===== config.mk =====
export PLATFORM = sky130hd
export DESIGN_NAME = burst_addr_gen
export DESIGN_NICKNAME = d
export VERILOG_FILES = /design/src/rtl/bag_pkg.sv /design/src/rtl/bag_desc_check.sv /design/src/rtl/bag_wrap_calc.sv /design/src/rtl/bag_next_addr.sv /design/src/rtl/burst_addr_gen.sv
export SDC_FILE = /design/constraint.sdc
export NUM_CORES = 1
export LEC_CHECK = 0
export BUFFER_PORTS_ARGS = -buffer_cell sky130_fd_sc_hd__buf_4
export CORE_UTILIZATION = 40
export CTS_CLUSTER_SIZE = 10
export DETAILED_ROUTE_END_ITERATION = 8
export PLACE_DENSITY = 0.65
export SYNTH_ARGS = -nofsm -noshare
export SYNTH_HDL_FRONTEND = slang
export SYNTH_SLANG_ARGS = --single-unit

===== constraint.sdc =====
create_clock -name clk -period 5.03 [get_ports clk]
set_clock_uncertainty 0.15 [all_clocks]
set_input_delay 0.2515 -clock clk [delete_from_list [all_inputs] [get_ports clk]]
set_output_delay 0.2515 -clock clk [all_outputs]
set_load 0.02 [all_outputs]

===== src/rtl/bag_pkg.sv =====
package bag_pkg;

    typedef enum logic [1:0] {
        BK_FIXED = 2'd0,
        BK_INCR  = 2'd1,
        BK_WRAP  = 2'd2,
        BK_RSVD  = 2'd3
    } burst_kind_e;

    localparam int SIZE_W = 3;

endpackage


===== src/rtl/bag_desc_check.sv =====
module bag_desc_check
    import bag_pkg::*;
#(
    parameter int ADDR_W   = 32,
    parameter int LEN_W    = 8,
    parameter int BUS_LOG2 = 2
) (
    input  logic [ADDR_W-1:0] addr,
    input  logic [LEN_W-1:0]  len,
    input  logic [SIZE_W-1:0] size,
    input  burst_kind_e       kind,
    output logic              bad
);
    localparam logic [ADDR_W-1:0] ONE_A = ADDR_W'(1);

    logic [ADDR_W-1:0] low_mask;
    logic              len_pow2;
    logic              len_high_zero;
    logic              misaligned;
    logic              size_bad;

    always_comb begin
        low_mask      = (ONE_A << size) - ONE_A;
        misaligned    = (addr & low_mask) != '0;
        len_high_zero = (len >> 4) == '0;
        // a 2..16 beat window: len+1 is a power of two and len is nonzero
        len_pow2      = (len[3:0] != 4'd0) && ((len[3:0] & (len[3:0] + 4'd1)) == 4'd0);
        size_bad      = 32'(size) > BUS_LOG2;
        bad           = size_bad || (kind == BK_RSVD)
                     || ((kind == BK_WRAP) && (!(len_pow2 && len_high_zero) || misaligned));
    end

endmodule


===== src/rtl/bag_wrap_calc.sv =====
module bag_wrap_calc
    import bag_pkg::*;
#(
    parameter int ADDR_W = 32,
    parameter int LEN_W  = 8
) (
    input  logic [ADDR_W-1:0] addr,
    input  logic [LEN_W-1:0]  len,
    input  logic [SIZE_W-1:0] size,
    output logic [ADDR_W-1:0] lower,
    output logic [ADDR_W-1:0] upper
);
    logic [ADDR_W-1:0] beats;
    logic [ADDR_W-1:0] span;

    always_comb begin
        beats = ADDR_W'(len) + ADDR_W'(1);
        span  = beats << size;
        lower = addr & ~(span - ADDR_W'(1));
        upper = lower + span;
    end

endmodule


===== src/rtl/bag_next_addr.sv =====
module bag_next_addr
    import bag_pkg::*;
#(
    parameter int ADDR_W = 32
) (
    input  burst_kind_e       kind,
    input  logic [ADDR_W-1:0] cur,
    input  logic [SIZE_W-1:0] size,
    input  logic [ADDR_W-1:0] lower,
    input  logic [ADDR_W-1:0] upper,
    output logic [ADDR_W-1:0] nxt
);
    logic [ADDR_W-1:0] sum;

    always_comb begin
        sum = cur + (ADDR_W'(1) << size);
        unique case (kind)
            BK_FIXED: nxt = cur;
            BK_INCR:  nxt = sum;
            BK_WRAP:  nxt = (sum == upper) ? lower : sum;
            default:  nxt = cur;
        endcase
    end

endmodule


===== src/rtl/burst_addr_gen.sv =====
module burst_addr_gen
    import bag_pkg::*;
#(
    parameter int ADDR_W   = 32,
    parameter int LEN_W    = 8,
    parameter int BUS_LOG2 = 2
) (
    input  logic              clk,
    input  logic              rst_n,
    input  logic              desc_valid,
    output logic              desc_ready,
    input  logic [ADDR_W-1:0] desc_addr,
    input  logic [LEN_W-1:0]  desc_len,
    input  logic [2:0]        desc_size,
    input  logic [1:0]        desc_kind,
    input  logic              beat_fire,
    output logic              beat_valid,
    output logic [ADDR_W-1:0] beat_addr,
    output logic              beat_last,
    output logic              wrap_err
);
    typedef struct packed {
        logic              busy;
        logic              err;
        burst_kind_e       kind;
        logic [SIZE_W-1:0] size;
        logic [LEN_W-1:0]  len;
        logic [LEN_W-1:0]  cnt;
        logic [ADDR_W-1:0] addr;
        logic [ADDR_W-1:0] lower;
        logic [ADDR_W-1:0] upper;
    } seq_state_t;

    seq_state_t st_d, st_q;

    burst_kind_e       in_kind;
    logic              in_bad;
    logic [ADDR_W-1:0] in_lower, in_upper;
    logic [ADDR_W-1:0] step_addr;
    logic              take;
    logic              at_last;

    assign in_kind = burst_kind_e'(desc_kind);

    bag_desc_check #(.ADDR_W(ADDR_W), .LEN_W(LEN_W), .BUS_LOG2(BUS_LOG2)) u_check (
        .addr (desc_addr),
        .len  (desc_len),
        .size (desc_size),
        .kind (in_kind),
        .bad  (in_bad)
    );

    bag_wrap_calc #(.ADDR_W(ADDR_W), .LEN_W(LEN_W)) u_window (
        .addr  (desc_addr),
        .len   (desc_len),
        .size  (desc_size),
        .lower (in_lower),
        .upper (in_upper)
    );

    bag_next_addr #(.ADDR_W(ADDR_W)) u_step (
        .kind  (st_q.kind),
        .cur   (st_q.addr),
        .size  (st_q.size),
        .lower (st_q.lower),
        .upper (st_q.upper),
        .nxt   (step_addr)
    );

    always_comb begin
        st_d    = st_q;
        take    = desc_valid && !st_q.busy;
        at_last = st_q.cnt == st_q.len;
        if (take) begin
            st_d.err   = in_bad;
            st_d.busy  = !in_bad;
            st_d.kind  = in_kind;
            st_d.size  = desc_size;
            st_d.len   = desc_len;
            st_d.cnt   = '0;
            st_d.addr  = desc_addr;
            st_d.lower = in_lower;
            st_d.upper = in_upper;
        end else if (st_q.busy && beat_fire) begin
            if (at_last) begin
                st_d.busy = 1'b0;
            end else begin
                st_d.cnt  = st_q.cnt + LEN_W'(1);
                st_d.addr = step_addr;
            end
        end
    end

    always_ff @(posedge clk) begin
        if (!rst_n) begin
            st_q <= '0;
        end else begin
            st_q <= st_d;
        end
    end

    assign desc_ready = !st_q.busy;
    assign beat_valid = st_q.busy;
    assign beat_addr  = st_q.addr;
    assign beat_last  = st_q.busy && at_last;
    assign wrap_err   = st_q.err;

    // no descriptor port while a burst runs
    p_ready_idle_r1: assert property (@(posedge clk) disable iff (!rst_n)
        beat_valid |-> !desc_ready);

    // last flag only during an active burst
    p_last_active_r2: assert property (@(posedge clk) disable iff (!rst_n)
        beat_last |-> beat_valid);

    // handshake on the last beat ends the burst
    p_last_ends_r2: assert property (@(posedge clk) disable iff (!rst_n)
        (beat_last && beat_fire) |=> (!beat_valid && desc_ready));

    // fixed bursts keep their address
    p_fixed_hold_r3: assert property (@(posedge clk) disable iff (!rst_n)
        (beat_valid && beat_fire && !beat_last && st_q.kind == BK_FIXED)
            |=> beat_addr == $past(beat_addr));

    // incrementing bursts step by the beat width
    p_incr_step_r4: assert property (@(posedge clk) disable iff (!rst_n)
        (beat_valid && beat_fire && !beat_last && st_q.kind == BK_INCR)
            |=> beat_addr == $past(beat_addr) + (ADDR_W'(1) << $past(st_q.size)));

    // wrapping bursts stay inside their window
    p_wrap_window_r5: assert property (@(posedge clk) disable iff (!rst_n)
        (beat_valid && st_q.kind == BK_WRAP)
            |-> (beat_addr >= st_q.lower && beat_addr < st_q.upper));

    // a stalled beat holds
    p_stall_hold_r8: assert property (@(posedge clk) disable iff (!rst_n)
        (beat_valid && !beat_fire)
            |=> (beat_valid && $stable(beat_addr) && $stable(beat_last)));

endmodule


Word-level counts from Yosys, hierarchy flattened
Cells that the tools add are included.
W data, S select, Z words.

operators by class
  muxes and demuxes = 8
  $lt $le $gt $ge = 1
  $add $sub $neg = 7
  reductions and logical operators = 23
  bitwise gates (word level) = 6
  eq/ne operators = 7
  shift-type cells = 3

operators with widths
  kind                     count
  $mux W32                 4
  $add A32 B32 Y32         2
  $and A32 B32 Y32         2
  $pmux W32 S2             1
  $shl A1 B3 Y32 const A   2
  $sub A32 B1 Y32 const B  2
  $eq A32 B32 Y1           1
  $not A32 Y32             1
  $reduce_bool A32 Y1      1
  $shl A32 B3 Y32          1
  $add A8 B1 Y9 const B    1
  $add A8 B1 Y8 const B    1
  $eq A8 B8 Y1             1
  $logic_not A8 Y1         1
  $eq A2 B2 Y1 const B     3
  $logic_and A1 B1 Y1      6
  $add A4 B1 Y4 const B    1
  $and A4 B4 Y4            1
  $logic_not A4 Y1         1
  $reduce_and A2 Y1        2
  $reduce_bool A2 Y1       2
  $reduce_bool A4 Y1       1
  $gt A3 B2 Y1 const B     1
  $logic_not A1 Y1         3
  other kinds (8)          13

word-level totals
  register bits after elaboration = 119
  input port bits = 49
  output and inout bits = 36

Logic depth before layout (Yosys ltp)
  word-level depth = 11
  gate-level depth with buffers = 24
  gate-level depth less buffers = 21

By module
From an unflattened synthesis, not the netlist that was laid out.

second synthesis, totals
  cell total of the unflattened synthesis = 1538
  area, all modules = 11294.6 µm²

by module, submodules not included
  module          area an instance (µm²)  cells each  times used
  burst_addr_gen  4976.0                  576         1
  bag_next_addr   3355.7                  518         1
  bag_wrap_calc   2857.7                  430         1
  bag_desc_check  105.1                   14          1

Least setup slack after synthesis
OpenSTA, ideal clock, no wires.

  path kind = input -> register
  start = input desc_len[0]
  end = register st_q[24] in the netlist's numbering
  data required time = 4744 ps
  data arrival time = 4730 ps
  path slack = 15 ps
  cell stages on the path = 19
  setup time = 136 ps
  cells stage by stage = buf_4 > and2_1 > nand2_1 > ha_1 > nand2b_1 > and3_1 > or3_4 > or4_4 > nor4_4 > a21oi_1 > o21a_1 > ha_1 > and3_1 > a31oi_1 > nand2_1 > a211o_1 > a311o_1 > a221oi_1 > a311oi_1

on the way
  longest elaborated chain between the ends = 6

RTL lines
  what                    RTL line              source
  start, declared         burst_addr_gen.sv:13  input logic [LEN_W-1:0] desc_len,
  $add A8 B1 Y9           bag_wrap_calc.sv:17   beats = ADDR_W'(len) + ADDR_W'(1);
  $shl A32 B3 Y32         bag_wrap_calc.sv:18   span = beats << size;
  $sub A32 B1 Y32         bag_wrap_calc.sv:19   lower = addr & ~(span - ADDR_W'(1));
  $not A32 Y32            bag_wrap_calc.sv:19
  $and A32 B32 Y32        bag_wrap_calc.sv:19
  named net in_lower[11]  burst_addr_gen.sv:38  logic [ADDR_W-1:0] in_lower, in_upper;
  $add A32 B32 Y32        bag_wrap_calc.sv:20   upper = lower + span;
  end signal, assigned    burst_addr_gen.sv:98  st_q <= st_d;
  end, declared           burst_addr_gen.sv:34  seq_state_t st_d, st_q;

The timed path passes the listed nets, and every way through them passes these cells.
A chain may end at the register's enable or synchronous reset.

Worst setup path in the final report
  start = register st_q[113] in the netlist's numbering
  end = register st_q, in the netlist beat_addr[23]

on the way
  longest elaborated chain between the ends = 8

RTL lines
  what                  RTL line              source
  $shl A1 B3 Y32 (*)    bag_next_addr.sv:16   sum = cur + (ADDR_W'(1) << size);
  $add A32 B32 Y32 (*)  bag_next_addr.sv:16
  $eq A32 B32 Y1        bag_next_addr.sv:20   BK_WRAP: nxt = (sum == upper) ? lower : sum;
  $mux W32              bag_next_addr.sv:20
  $pmux W32 S2 (*)      bag_next_addr.sv:17   unique case (kind)
  $mux W32 (*)          burst_addr_gen.sv:85  if (at_last) begin
  $mux W32 (*)          burst_addr_gen.sv:84  end else if (st_q.busy && beat_fire) begin
  $mux W32 (*)          burst_addr_gen.sv:74  if (take) begin

Mark *: on every way between the ends. The rest lies on a longest branch, timed or not. The select of a mux whose other input is x is not followed.

==> metrics.yaml <==
synthesis:
  async_reset_ff_share_pct: 0
  synth_nets: 1463
  synth.most_common_cell: "nand2_1"
  post_synth_most_frequent_cells: "nand2_1 (200), dfxtp_1 (119), a21oi_1 (101)"
  yosysUniqueCellTypes: 94
  top_cells_by_area_synth: "dfxtp_1 (24%), nand2_1 (7.5%), a21oi_1 (5.1%)"
  synth.yosys.seq_area_share_pct: 23.88
  postSynth.topFlopCell: "dfxtp_1"
  synth_largest_type_area_fraction_pct: 23.88
  postSynthRegisterBits: 119
  post-synth-top-area-cell: "dfxtp_1"
  synth_cells: 1390
  synth.cell_area_sq_mm: 0.009976
  yosysWarnings: 0
  synth-edff-count: 0
  avgSynthCellArea_sq_um: 7.177
die:
  initial_core_util_pct: 40.90
  floorplan.io_pins: 85
  placementRows: 57
  die_footprint_sq_mm: 0.02557
  core_area_sq_mm: 0.02439
  die_x_microns: 159.9
  die-height_microns: 159.9
sta:
  setup-tns-final_ns: 0
  finalHoldViolCount: 0
  achievable-frequency_ghz: 0.2086
  min_period_ns: 4.795
  min_period_over_period_pct: 95.32
  relSlewSlack_pct: 22.49
  slew_viol_final: 0
  actual_slew_at_the_worst_max_slew_pin_ns: 1.158
  setup-violations-final: 0
clock_network:
  cts.path.max_buffers: 2
  cts_sinks: 119
  tritoncts_clock_tree: "done"
  clock_tree.htree_level_count: 4
  cts_inserted_buffers: 17
  clk-insertion-delay-late_ns: 0.43
  cts.clk_slew.worst_paths_ns: 0.07
  cts-root-buf: "clkbuf_16"
final_layout:
  nets: 1526
  antennaDiodeCount: 0
  finish.cell_count_without_fillers: 1790
  drive_gt1_share_pct: 15.01
  final_core_utilization_pct: 48.29
  area.growth.synth_to_final_pct: 18.07
route:
  detail_route.drc_violations: 0
  routed_via_density: 5.978
  wire_per_inst_microns: 18.95
  antenna_violating_nets_post_route: 0
  drtIter0Drc: 1037
  num_vias: 10700
  final_wirelength_microns: 33920
  first_pass_iters: 5
setup_path:
  data_required_time_at_the_worst_endpoint_ns: 5.23
  crit_arrival_ns: 5.00
  timing.rr.start: "st_q[113]"
  timing.reg2reg.worst_path_depth: 16
  critical_path_endpoint_category: "flop"
  timing.reg2reg.setup_slack_ns: 0.24
  crit_fanout: 9
  worst_setup_path_endpoint: "beat_addr[23]"
  setup.worst_path.class: "reg -> reg"
  rr_endpoint: "beat_addr[23]"
  crit_start: "st_q[113]"
  setup.worst_path.start_class: "flop"
pwr:
  p_leak_uw: 0.004665
  cellPowerDensity_mw_per_mm2: 268.6
  vdd_ir_drop_max_uv: 220.5
grt:
  grt_first_pass_wirelength_microns: 53100
  grt.overflow.total: 0
  grt_max_degree: 68
  via_count_of_the_first_global_routing_pass: 9479
  grt_antenna_before_repair: 0
  grtUsageTotal_pct: 26.08
run:
  max-cap-violations: 0
place:
  buffer_ports.inserted: 84
  detailed_place_hpwl_microns: 25590
  dp.cells: 1728
  place.gp.congestion: 0.9621
min_path:
  timing.hold.worst.start: "desc_len[6]"
  hold_wc_path_type: "in -> reg"
status:
  outcome: "finished, final reports clean"
[layout by cell type, fill, tap and decap left out, types with 23 or more instances in the layout]
cell           instances
and3_1                26
nor2_1                99
or3_1                 24
dfxtp_1              117
a21oi_1              101
nand4_1               37
buf_4                147
nand2_1              199
inv_1                 35
dlygate4sd3_1         27
o21ai_0               72
xor2_1                31
nor3_1                23
nand3_1               82
xnor2_1               51
[critical path, stage by stage (launching register included)]
cell and delay (ns):
dfxtp_2 0.37, nor3_1 0.19, ha_1 0.22, fa_1 0.49, xor2_1 0.20, nor4b_2 0.23
buf_4 0.17, o2111ai_1 0.12, a2111oi_1 0.49, o2111ai_1 0.21, nor4_1 0.24, buf_4 0.17
nand4_1 0.20, or3_4 0.45, or4_1 0.52, and3_1 0.18, a21oi_1 0.13
[kinds of logic after synthesis]
group,synth area share [%]
AOI/OAI and AO/OA,26.14
and+or+nand+nor,29.45
adders and majority gates,3.085
DFF,23.88
xor gates and xnor gates,7.425
buffers and inverters,8.127
muxes,1.894
[routing by layer]
metal	vias up	global-route usage, %	share of wire, %
met5	-	0	0
met4	0	8.701	2.8
met3	63	4.182	9.1
met2	524	38.66	43
met1	4932	38.00	45
li1	5181	-	-
[worst min path at each step]
stage / slack (ns) / cells past startpoint / endpoint
finish: 0.01 / 3 / st_q[110]
global route: 0.01 / 3 / st_q[51]
CTS: 0.005 / 3 / st_q[51]
detailed placement: 0.30 / 2 / st_q[51]
global placement: 0.29 / 2 / st_q[62]
floorplan: 0.21 / 2 / beat_addr[26]
[through the flow]
step                setup slack, ns  area, sq um  hold WS, ns  total power, uW
global route              -0.001508        11780      0.01033             3304
CTS                         0.01514        11710     0.004813             3151
detailed placement         -0.06107        10850       0.2961             1894
floorplan                   0.01454         9976       0.2101             1649
finish                       0.2352        11780      0.01183             3164
global placement            0.08644        10850       0.2935             1885
[where the power goes]
part	leakage (uW)	total [uW]	switching, uW	internal, uW
combinational	0.00340	819	480	340
clock	0.000288	1250	507	741
sequential	0.000980	1100	88.4	1010
[cell type report]
class / instances / area [sq um]
Fill cell: 2486 / 12610
Multi-Input combinational cell: 1102 / 6842
Sequential cell: 119 / 2385
Timing Repair Buffer: 176 / 1414
Clock buffer: 17 / 425.4
Tap cell: 324 / 405.4
Clock inverter: 15 / 168.9
Inverter: 37 / 138.9
[registers in the layout (all words and copies together), names as in the netlist]
name / flops
beat_addr: 32
wrap_err: 1
beat_valid: 1
st_q: 85
[timing repair]
action / in CTS / in global routing
gates resized for setup: 0 / 10
buffers inserted: 0 / 3
endpoints found under the hold margin: 30 / 0
endpoints found under the setup margin: 0 / 45
hold buffers: 27 / 0
No activity file was read; power rests on OpenSTA's default activity.
